===== config.mk =====
export PLATFORM = sky130hd
export DESIGN_NAME = radix_walker
export DESIGN_NICKNAME = d
export VERILOG_FILES = /design/src/rtl/radix_walk_pkg.sv /design/src/rtl/radix_walk_index.sv /design/src/rtl/radix_walk_cfg.sv /design/src/rtl/radix_walk_leaf.sv /design/src/rtl/radix_walker.sv
export SDC_FILE = /design/constraint.sdc
export NUM_CORES = 1
export LEC_CHECK = 0
export BUFFER_PORTS_ARGS = -buffer_cell sky130_fd_sc_hd__buf_2
export CAP_MARGIN = 20
export CORE_MARGIN = 2
export CORE_UTILIZATION = 52
export CTS_CLUSTER_DIAMETER = 120
export CTS_CLUSTER_SIZE = 20
export DETAILED_ROUTE_END_ITERATION = 16
export PLACE_DENSITY_LB_ADDON = 0.3
export SETUP_SLACK_MARGIN = 0.3
export SLEW_MARGIN = 40
export SYNTH_ARGS = -nofsm -noshare
export SYNTH_HDL_FRONTEND = slang
export SYNTH_HIERARCHICAL = 1
export SYNTH_SLANG_ARGS = --single-unit

===== constraint.sdc =====
create_clock -name clk -period 5.9 [get_ports clk]
set_input_delay 0.295 -clock clk [delete_from_list [all_inputs] [get_ports clk]]
set_output_delay 0.295 -clock clk [all_outputs]
set_load 0.01 [all_outputs]

===== src/rtl/radix_walk_pkg.sv =====
package radix_walk_pkg;

    localparam int VA_W  = 64;
    localparam int ENT_W = 64;
    localparam int SZ_W  = 6;
    localparam int NLS_W = 5;
    localparam int LVL_W = 3;
    localparam int MSK_W = 7;

    // entry field positions (decoded by the walker and by the tables it reads)
    localparam int V_BIT  = 63;
    localparam int L_BIT  = 62;
    localparam int NB_HI  = 55;
    localparam int NB_LO  = 8;
    localparam int RPN_HI = 55;
    localparam int RPN_LO = 12;

    typedef enum logic [1:0] {
        CAUSE_NONE   = 2'd0,
        CAUSE_NOENT  = 2'd1,
        CAUSE_BADCFG = 2'd2
    } walk_cause_e;

    typedef enum logic [1:0] {
        ST_IDLE  = 2'd0,
        ST_CHECK = 2'd1,
        ST_READ  = 2'd2
    } walk_state_e;

    typedef struct packed {
        logic [VA_W-1:0]  base;
        logic [NLS_W-1:0] nls;
        logic [SZ_W-1:0]  size;
        logic [LVL_W-1:0] lvl;
    } walk_ctx_t;

    typedef struct packed {
        walk_cause_e      cause;
        logic [VA_W-1:0]  raddr;
        logic [SZ_W-1:0]  shift;
        logic [ENT_W-1:0] leaf;
    } walk_result_t;

    // ones in bits [n-1:0]
    function automatic logic [VA_W-1:0] low_ones(input logic [MSK_W-1:0] n);
        if (n >= MSK_W'(VA_W)) return '1;
        return (VA_W'(1) << n) - VA_W'(1);
    endfunction

    function automatic logic [VA_W-1:0] field_mask(input int hi, input int lo);
        return low_ones(MSK_W'(hi + 1)) & ~low_ones(MSK_W'(lo));
    endfunction

    function automatic logic [VA_W-1:0] entry_next_base(input logic [ENT_W-1:0] e);
        return e & field_mask(NB_HI, NB_LO);
    endfunction

    function automatic logic [NLS_W-1:0] entry_next_nls(input logic [ENT_W-1:0] e);
        return e[NLS_W-1:0];
    endfunction

endpackage


===== src/rtl/radix_walk_index.sv =====
module radix_walk_index
    import radix_walk_pkg::*;
(
    input  logic [VA_W-1:0]  ea,
    input  logic [VA_W-1:0]  base,
    input  logic [SZ_W-1:0]  size,
    input  logic [NLS_W-1:0] nls,
    output logic [VA_W-1:0]  entry_addr
);
    logic [SZ_W-1:0]  shamt;
    logic [MSK_W-1:0] nls_w;
    logic [MSK_W-1:0] align_w;
    logic [VA_W-1:0]  idx;
    logic [VA_W-1:0]  base_al;

    always_comb begin
        shamt      = size - SZ_W'(nls);
        nls_w      = MSK_W'(nls);
        align_w    = nls_w + MSK_W'(3);
        idx        = (ea >> shamt) & low_ones(nls_w);
        base_al    = base & ~low_ones(align_w);
        entry_addr = base_al + (idx << 3);
    end
endmodule


===== src/rtl/radix_walk_cfg.sv =====
module radix_walk_cfg
    import radix_walk_pkg::*;
#(
    parameter int ROOT_SIZE = 52,
    parameter int ROOT_NLS  = 13,
    parameter int MID_NLS   = 9,
    parameter int ALT_NLS   = 5,
    parameter int DEPTH     = 4
) (
    input  logic [LVL_W-1:0] lvl,
    input  logic [SZ_W-1:0]  size,
    input  logic [NLS_W-1:0] nls,
    output logic             legal
);
    localparam logic [LVL_W-1:0] LAST_LVL = LVL_W'(DEPTH - 1);
    localparam logic [SZ_W-1:0]  RSIZE    = SZ_W'(ROOT_SIZE);
    localparam logic [NLS_W-1:0] RNLS     = NLS_W'(ROOT_NLS);
    localparam logic [NLS_W-1:0] MNLS     = NLS_W'(MID_NLS);

    logic last_ok;

    generate
        if (ALT_NLS > 0) begin : g_alt
            localparam logic [NLS_W-1:0] ANLS = NLS_W'(ALT_NLS);
            assign last_ok = (nls == MNLS) || (nls == ANLS);
        end else begin : g_no_alt
            assign last_ok = (nls == MNLS);
        end
    endgenerate

    always_comb begin
        legal = 1'b0;
        if (lvl == '0)
            legal = (size == RSIZE) && (nls == RNLS);
        else if (lvl < LAST_LVL)
            legal = (nls == MNLS);
        else if (lvl == LAST_LVL)
            legal = last_ok;
    end
endmodule


===== src/rtl/radix_walk_leaf.sv =====
module radix_walk_leaf
    import radix_walk_pkg::*;
(
    input  logic [VA_W-1:0]  ea,
    input  logic [ENT_W-1:0] entry,
    input  logic [SZ_W-1:0]  size,
    output logic [VA_W-1:0]  real_addr
);
    logic [VA_W-1:0] off_mask;
    logic [VA_W-1:0] page;

    always_comb begin
        off_mask  = low_ones(MSK_W'(size));
        page      = entry & field_mask(RPN_HI, RPN_LO);
        real_addr = (page & ~off_mask) | (ea & off_mask);
    end
endmodule


===== src/rtl/radix_walker.sv =====
module radix_walker
    import radix_walk_pkg::*;
#(
    parameter int ROOT_SIZE = 52,
    parameter int ROOT_NLS  = 13,
    parameter int MID_NLS   = 9,
    parameter int ALT_NLS   = 5,
    parameter int DEPTH     = 4
) (
    input  logic        clk,
    input  logic        rst,
    input  logic        start,
    input  logic [63:0] ea,
    input  logic [63:0] root_base,
    input  logic [4:0]  root_nls,
    input  logic [5:0]  root_size,
    output logic        busy,
    output logic        done,
    output logic [1:0]  cause,
    output logic [63:0] real_addr,
    output logic [5:0]  page_shift,
    output logic [63:0] leaf_entry,
    output logic        mem_req,
    output logic [63:0] mem_addr,
    input  logic        mem_ack,
    input  logic [63:0] mem_rdata
);
    walk_state_e     st;
    walk_ctx_t       ctx;
    logic [VA_W-1:0] ea_q;
    logic [VA_W-1:0] addr_q;
    logic            done_q;
    walk_result_t    res_q;

    logic [VA_W-1:0] entry_addr;
    logic            lvl_legal;
    logic [SZ_W-1:0] next_size;
    logic [VA_W-1:0] leaf_raddr;

    radix_walk_index u_index (
        .ea         (ea_q),
        .base       (ctx.base),
        .size       (ctx.size),
        .nls        (ctx.nls),
        .entry_addr (entry_addr)
    );

    radix_walk_cfg #(
        .ROOT_SIZE (ROOT_SIZE),
        .ROOT_NLS  (ROOT_NLS),
        .MID_NLS   (MID_NLS),
        .ALT_NLS   (ALT_NLS),
        .DEPTH     (DEPTH)
    ) u_cfg (
        .lvl   (ctx.lvl),
        .size  (ctx.size),
        .nls   (ctx.nls),
        .legal (lvl_legal)
    );

    assign next_size = ctx.size - SZ_W'(ctx.nls);

    radix_walk_leaf u_leaf (
        .ea        (ea_q),
        .entry     (mem_rdata),
        .size      (next_size),
        .real_addr (leaf_raddr)
    );

    always_ff @(posedge clk) begin
        if (rst) begin
            st     <= ST_IDLE;
            ctx    <= '0;
            ea_q   <= '0;
            addr_q <= '0;
            done_q <= 1'b0;
            res_q  <= '{cause: CAUSE_NONE, raddr: '0, shift: '0, leaf: '0};
        end else begin
            done_q <= 1'b0;
            unique case (st)
                ST_IDLE: begin
                    if (start) begin
                        ea_q     <= ea;
                        ctx.base <= root_base;
                        ctx.nls  <= root_nls;
                        ctx.size <= root_size;
                        ctx.lvl  <= '0;
                        st       <= ST_CHECK;
                    end
                end
                ST_CHECK: begin
                    if (!lvl_legal) begin
                        done_q <= 1'b1;
                        res_q  <= '{cause: CAUSE_BADCFG, raddr: '0, shift: '0, leaf: '0};
                        st     <= ST_IDLE;
                    end else begin
                        addr_q <= entry_addr;
                        st     <= ST_READ;
                    end
                end
                ST_READ: begin
                    if (mem_ack) begin
                        if (!mem_rdata[V_BIT]) begin
                            done_q <= 1'b1;
                            res_q  <= '{cause: CAUSE_NOENT, raddr: '0, shift: '0, leaf: '0};
                            st     <= ST_IDLE;
                        end else if (mem_rdata[L_BIT]) begin
                            done_q <= 1'b1;
                            res_q  <= '{cause: CAUSE_NONE, raddr: leaf_raddr,
                                        shift: next_size, leaf: mem_rdata};
                            st     <= ST_IDLE;
                        end else begin
                            ctx.base <= entry_next_base(mem_rdata);
                            ctx.nls  <= entry_next_nls(mem_rdata);
                            ctx.size <= next_size;
                            ctx.lvl  <= ctx.lvl + LVL_W'(1);
                            st       <= ST_CHECK;
                        end
                    end
                end
                default: st <= ST_IDLE;
            endcase
        end
    end

    assign busy       = (st != ST_IDLE);
    assign done       = done_q;
    assign cause      = res_q.cause;
    assign real_addr  = res_q.raddr;
    assign page_shift = res_q.shift;
    assign leaf_entry = res_q.leaf;
    assign mem_req    = (st == ST_READ);
    assign mem_addr   = addr_q;
endmodule


### Word-level counts from Yosys, hierarchy flattened

Cells that the tools add are included.

| word-level totals | value |
|---|---|
| register bits | 345 |
| word-level logic and storage cells | 84 |

| cells by class | value |
|---|---|
| add/sub/neg operators | 7 |
| magnitude comparators | 2 |
| equal/unequal tests | 13 |
| shift operators | 4 |
| mux-type cells | 27 |
| bitwise operators | 7 |
| reduce and logical (&&, ||, !) cells | 12 |

Operators with widths:

| operator | number |
|---|---|
| 2-to-1 mux 136 bit | 4 |
| 2-to-1 mux 78 bit | 4 |
| one-hot mux 136 bit (2 select lines) | 1 |
| one-hot mux 78 bit (2 select lines) | 1 |
| AND 64 bit | 2 |
| 2-to-1 mux 64 bit | 2 |
| NOT 64 bit | 2 |
| subtractor 64 x 2 -> 64 bit, second input constant | 2 |
| adder 64 bit | 1 |
| AND 56 x 64 -> 64 bit | 1 |
| OR 64 bit | 1 |
| << shifter 1 x 6 -> 64 bit, first input constant | 1 |
| << shifter 1 x 7 -> 64 bit, first input constant | 1 |
| right shift 64 x 6 -> 61 bit | 1 |
| AND 61 bit | 1 |
| << shifter 1 x 5 -> 61 bit, first input constant | 1 |
| subtractor 61 x 2 -> 61 bit, second input constant | 1 |
| equality test 5 x 4 -> 1 bit, second input constant | 2 |
| 2-to-1 mux 1 bit | 10 |
| >= comparator 7 bit, second input constant | 1 |
| adder 5 x 2 -> 6 bit, second input constant | 1 |
| equality test 6 bit, second input constant | 1 |
| 2-to-1 mux 2 bit | 3 |
| != test 2 bit, second input constant | 3 |
| 19 further kinds | 24 |

### Logic depth before layout (Yosys ltp)

| depth | value |
|---|---|
| depth in word-level cells | 10 |
| depth in mapped cells | 29 |

### By module

Netlist, hierarchy kept.

By module, submodules not included:

| module | instances | cells each | area an instance (µm²) | seq. area each (µm²) |
|---|---|---|---|---|
| radix_walker | 1 | 1414 | 12512.0 | 6886.6 |
| radix_walk_index | 1 | 1287 | 8484.4 | 0.0 |
| radix_walk_leaf | 1 | 286 | 1848.0 | 0.0 |
| radix_walk_cfg | 1 | 9 | 70.1 | 0.0 |

### Least setup slack after synthesis

OpenSTA, ideal clock, no wires.

| timing path | value |
|---|---|
| path kind | reg-to-reg |
| from | reg ctx[13] (netlist name) |
| to | reg addr_q[63] (netlist: mem_addr[63]) |
| arrival time | 5.565 ns |
| required time | 5.830 ns |
| path slack | 0.264 ns |
| stages on the path, launching flop included | 26 |
| period minus slack after synthesis | 5.636 ns |
| cells stage by stage | dfxtp_1 -> clkbuf_1 -> inv_1 -> clkbuf_1 -> ha_1 -> and3_1 -> a211o_1 -> a211oi_4 -> clkbuf_1 -> buf_1 -> a311oi_1 -> a221oi_1 -> ha_1 -> inv_1 -> fa_1 -> and2b_2 -> o31a_1 -> o311ai_2 -> nand2_2 -> a41oi_4 -> o41ai_4 -> a21oi_2 -> o41ai_2 -> xnor2_1 -> nand2_1 -> a21oi_1 |

| between the ends | value |
|---|---|
| word-level cells in the longest chain between the ends | 7 |

Ends and longest elaborated chain:

| item | line | source |
|---|---|---|
| adder 5 x 2 -> 6 bit | radix_walk_index.sv:19 | `align_w = nls_w + MSK_W'(3);` |
| << shifter 1 x 7 -> 64 bit or >= comparator 7 bit (tied branches) | radix_walk_pkg.sv:47, radix_walk_pkg.sv:46 |  |
| subtractor 64 x 2 -> 64 bit or 2-to-1 mux 1 bit (tied branches) | radix_walk_pkg.sv:47, radix_walk_pkg.sv:46 |  |
| 2-to-1 mux 64 bit | radix_walk_pkg.sv:47 | `return (VA_W'(1) << n) - VA_W'(1);` |
| NOT 64 bit | radix_walk_index.sv:21 | `base_al = base & ~low_ones(align_w);` |
| AND 64 bit | radix_walk_index.sv:21 |  |
| adder 64 bit (*) | radix_walk_index.sv:22 | `entry_addr = base_al + (idx << 3);` |
| named net entry_addr[63] | radix_walker.sv:35 | `logic [VA_W-1:0] entry_addr;` |
| end signal: assignment | radix_walker.sv:97 | `addr_q <= entry_addr;` |
| end: declaration | radix_walker.sv:31 | `logic [VA_W-1:0] addr_q;` |

Mark *: on every way through the listed nets, which the timed path passes. The rest lies on a longest branch.
A chain may end at the register's enable or synchronous reset.

### Worst setup path in the final report

| timing path | value |
|---|---|
| from | reg ctx[3] (netlist name) |
| to | reg addr_q[63] (netlist: mem_addr[63]) |

| between the ends | value |
|---|---|
| word-level cells in the longest chain between the ends | 4 |

Ends and longest elaborated chain:

| item | line | source |
|---|---|---|
| subtractor 6 x 5 -> 6 bit | radix_walk_index.sv:17 | `shamt = size - SZ_W'(nls);` |
| right shift 64 x 6 -> 61 bit | radix_walk_index.sv:20 | `idx = (ea >> shamt) & low_ones(nls_w);` |
| AND 61 bit | radix_walk_index.sv:20 |  |
| adder 64 bit | radix_walk_index.sv:22 |  |
| named net entry_addr[63] | radix_walker.sv:35 |  |

The timed path passes the listed nets, and every way through them passes these cells.

==> results.md <==
* Outcome: finished with violations
* Failing checks: negative setup slack
* Pins Over Slew Limit at 0
* WP buf/inv at 7
* Root Buffer: clkbuf_16
* Via count at 25590
* Cell area after synthesis at 22880 um2
* Worst Setup Start Kind: register
* H-tree levels at 1
* Rel. slew slack at 45.55%
* Layout Nets at 3793
* Hold violation count in the final report at 0
* TritonCTS Sinks at 343
* Crit path required time at 6.40 ns
* Routability Congestion at 0.9877
* Vias in the first global route at 23580
* Post-Route WL at 96090 um
* Clk pin slew, worst setup/hold paths at 0.09 ns
* TritonCTS clock tree: yes
* HPWL reported at the end of detailed placement at 71720 um
* Worst vdd ir at 0.2983 mV
* Final worst setup slack at -0.05805 ns
* Initial Util at 52.89%
* Tcrit/Tclk final at 101.0%
* Core ar. at 43270 um2
* FMAX at 0.1678 GHz
* DRC at 0
* Total gr overflow at 0
* Chip width at 213.8 um
* Final setup violating endpoints at 2
* Mapped Avg Cell Area at 7.646 um2
* R2r setup slk at -0.06 ns
* Detailed router's first-iteration violation count at 2784
* Fraction of layout cells with a size suffix above 1 at 27.45%
* Rows at 76
* DIE AREA at 45700 um2
* Ports at 410
* CP endpoint kind: register
* Worst-Skew Late Latency at 0.57 ns
* RSZ-0062 raised after global routing: true
* Kind of critical path: register to register
* CP max-delay cell: fa_4
* Synthesis Warnings at 6
* Placement Cell Area at 26420 um2
* CTS buffer count at 21
* Clk_skew at 0.01703 ns
* Dpl ws at -0.1752 ns
* Largest net degree at the start of global routing at 148
* DR WL/cell at 23.41 um
* Worst-margin pin slew at 0.8167 ns
* Max cap viols at 0
* Port Buffers at 408
* Post-DRT Antenna Nets at 0
* Hold Crit Class: primary input to register
* Detailed Routing Iterations Pass 1 at 7
* Pwr Density at 331.2 nW/um2
* Min Tclk post-route at 5.958 ns
* First-pass GRT wire length at 139800 um
* Initial antenna violation count at 13
* Max Root-Sink Buffers at 3
* Setup_tns at -0.08373 ns
* Die Y at 213.8 um
* Max incr delay on CP at 0.64 ns
* Via/cell ratio at 6.234
* Synth-to-Final Area Change at 26.91%
* Leak Pwr at 12.43 nW
* Largest delay share family, worst path: compound AO/OA/AOI/OAI gates
* Arrival time worst endpoint at 6.46 ns
* Finished Cell Area at 29040 um2
* Max Fanout on Critical Path at 7
* Total global-route track usage at 39.81%
* Gate Count Post-Synth at 2993
==> cells in the final DEF (no fill, tap or decap), types with 42 or more instances in the layout <==
cell type	instances
nand2_1	475
buf_2	407
nor2_1	341
dfxtp_1	341
a21oi_1	266
buf_4	230
a22oi_1	151
mux2i_1	113
o21ai_0	89
dlygate4sd3_1	79
a211oi_1	77
ha_1	66
nand3_1	47
mux2_2	44
nor3_1	42
==> through the flow <==
step	total power, mW	hold WS, ns	cells	utilization, %
final	9.619	0.01593	4104	67.12
after global routing	10.04	0.03377	4101	67.11
after CTS	9.147	0.003229	4073	65.29
after detailed placement	7.403	0.4434	3953	61.07
after global placement	7.364	0.4374	3953	61.05
after floorplan	5.596	0.4310	3009	-
==> worst paths after layout <==
path,start,cells past startpoint,to
min,root_base[61],3,ctx[75]
max,ctx[3],29,mem_addr[63]
max reg2reg,ctx[3],29,mem_addr[63]
min reg2reg,mem_addr[25],2,mem_addr[25]
==> report_power, final <==
group | internal, mW | total (mW) | leakage [nW] | switching [mW]
clock network | 0.648 | 1.48 | 0.277 | 0.835
registers | 2.41 | 2.53 | 2.79 | 0.121
logic | 2.30 | 5.61 | 9.36 | 3.31
total | 5.35 | 9.62 | 12.4 | 4.27
==> state kept, by name, summed over array words and instances (netlist names) <==
name and count:
ctx 77, ea_q 64, mem_addr 64, real_addr 64
leaf_entry 63, page_shift 6, cause 2, st 2
done 1
==> worst register-to-register path: cells and delay by family, from the launching register on <==
family / cells / cell delay, ns
adders and majority gates: 4 / 1.36
xor gates and xnor gates: 1 / 0.15
DFF: 1 / 0.34
AOI/OAI and AO/OA: 11 / 2.30
buffers and inverters: 7 / 0.75
muxes: 2 / 0.46
and+or+nand+nor: 4 / 0.54
==> layout make-up <==
type	count	area, um2
diodes	11	27.53
well taps	585	732.0
clock buffers	22	529.3
flip-flops and latches	343	6869
repair buffers	745	5039
fillers	3642	14220
inverters	43	161.4
clock inverters	4	31.28
multi-input cells	2351	15650
==> repair_timing <==
action / 4_1_cts / 5_1_grt
hold endpoints to repair: 79 / 0
gates cloned: 2 / 1
endpoints found under the setup margin: 35 / 42
hold buffers: 79 / 0
pin swaps: 41 / 57
setup buffers: 13 / 18
resized for setup: 79 / 135
==> routing by layer <==
layer,GRT usage (%),up-vias,routed length (um)
li1,-,11670,-
met1,51.36,12200,37950
met2,64.90,1417,44460
met3,6.664,292,8436
met4,18.94,8,5185
met5,0,-,57
Note: power is estimated with default switching activity, not from simulation.
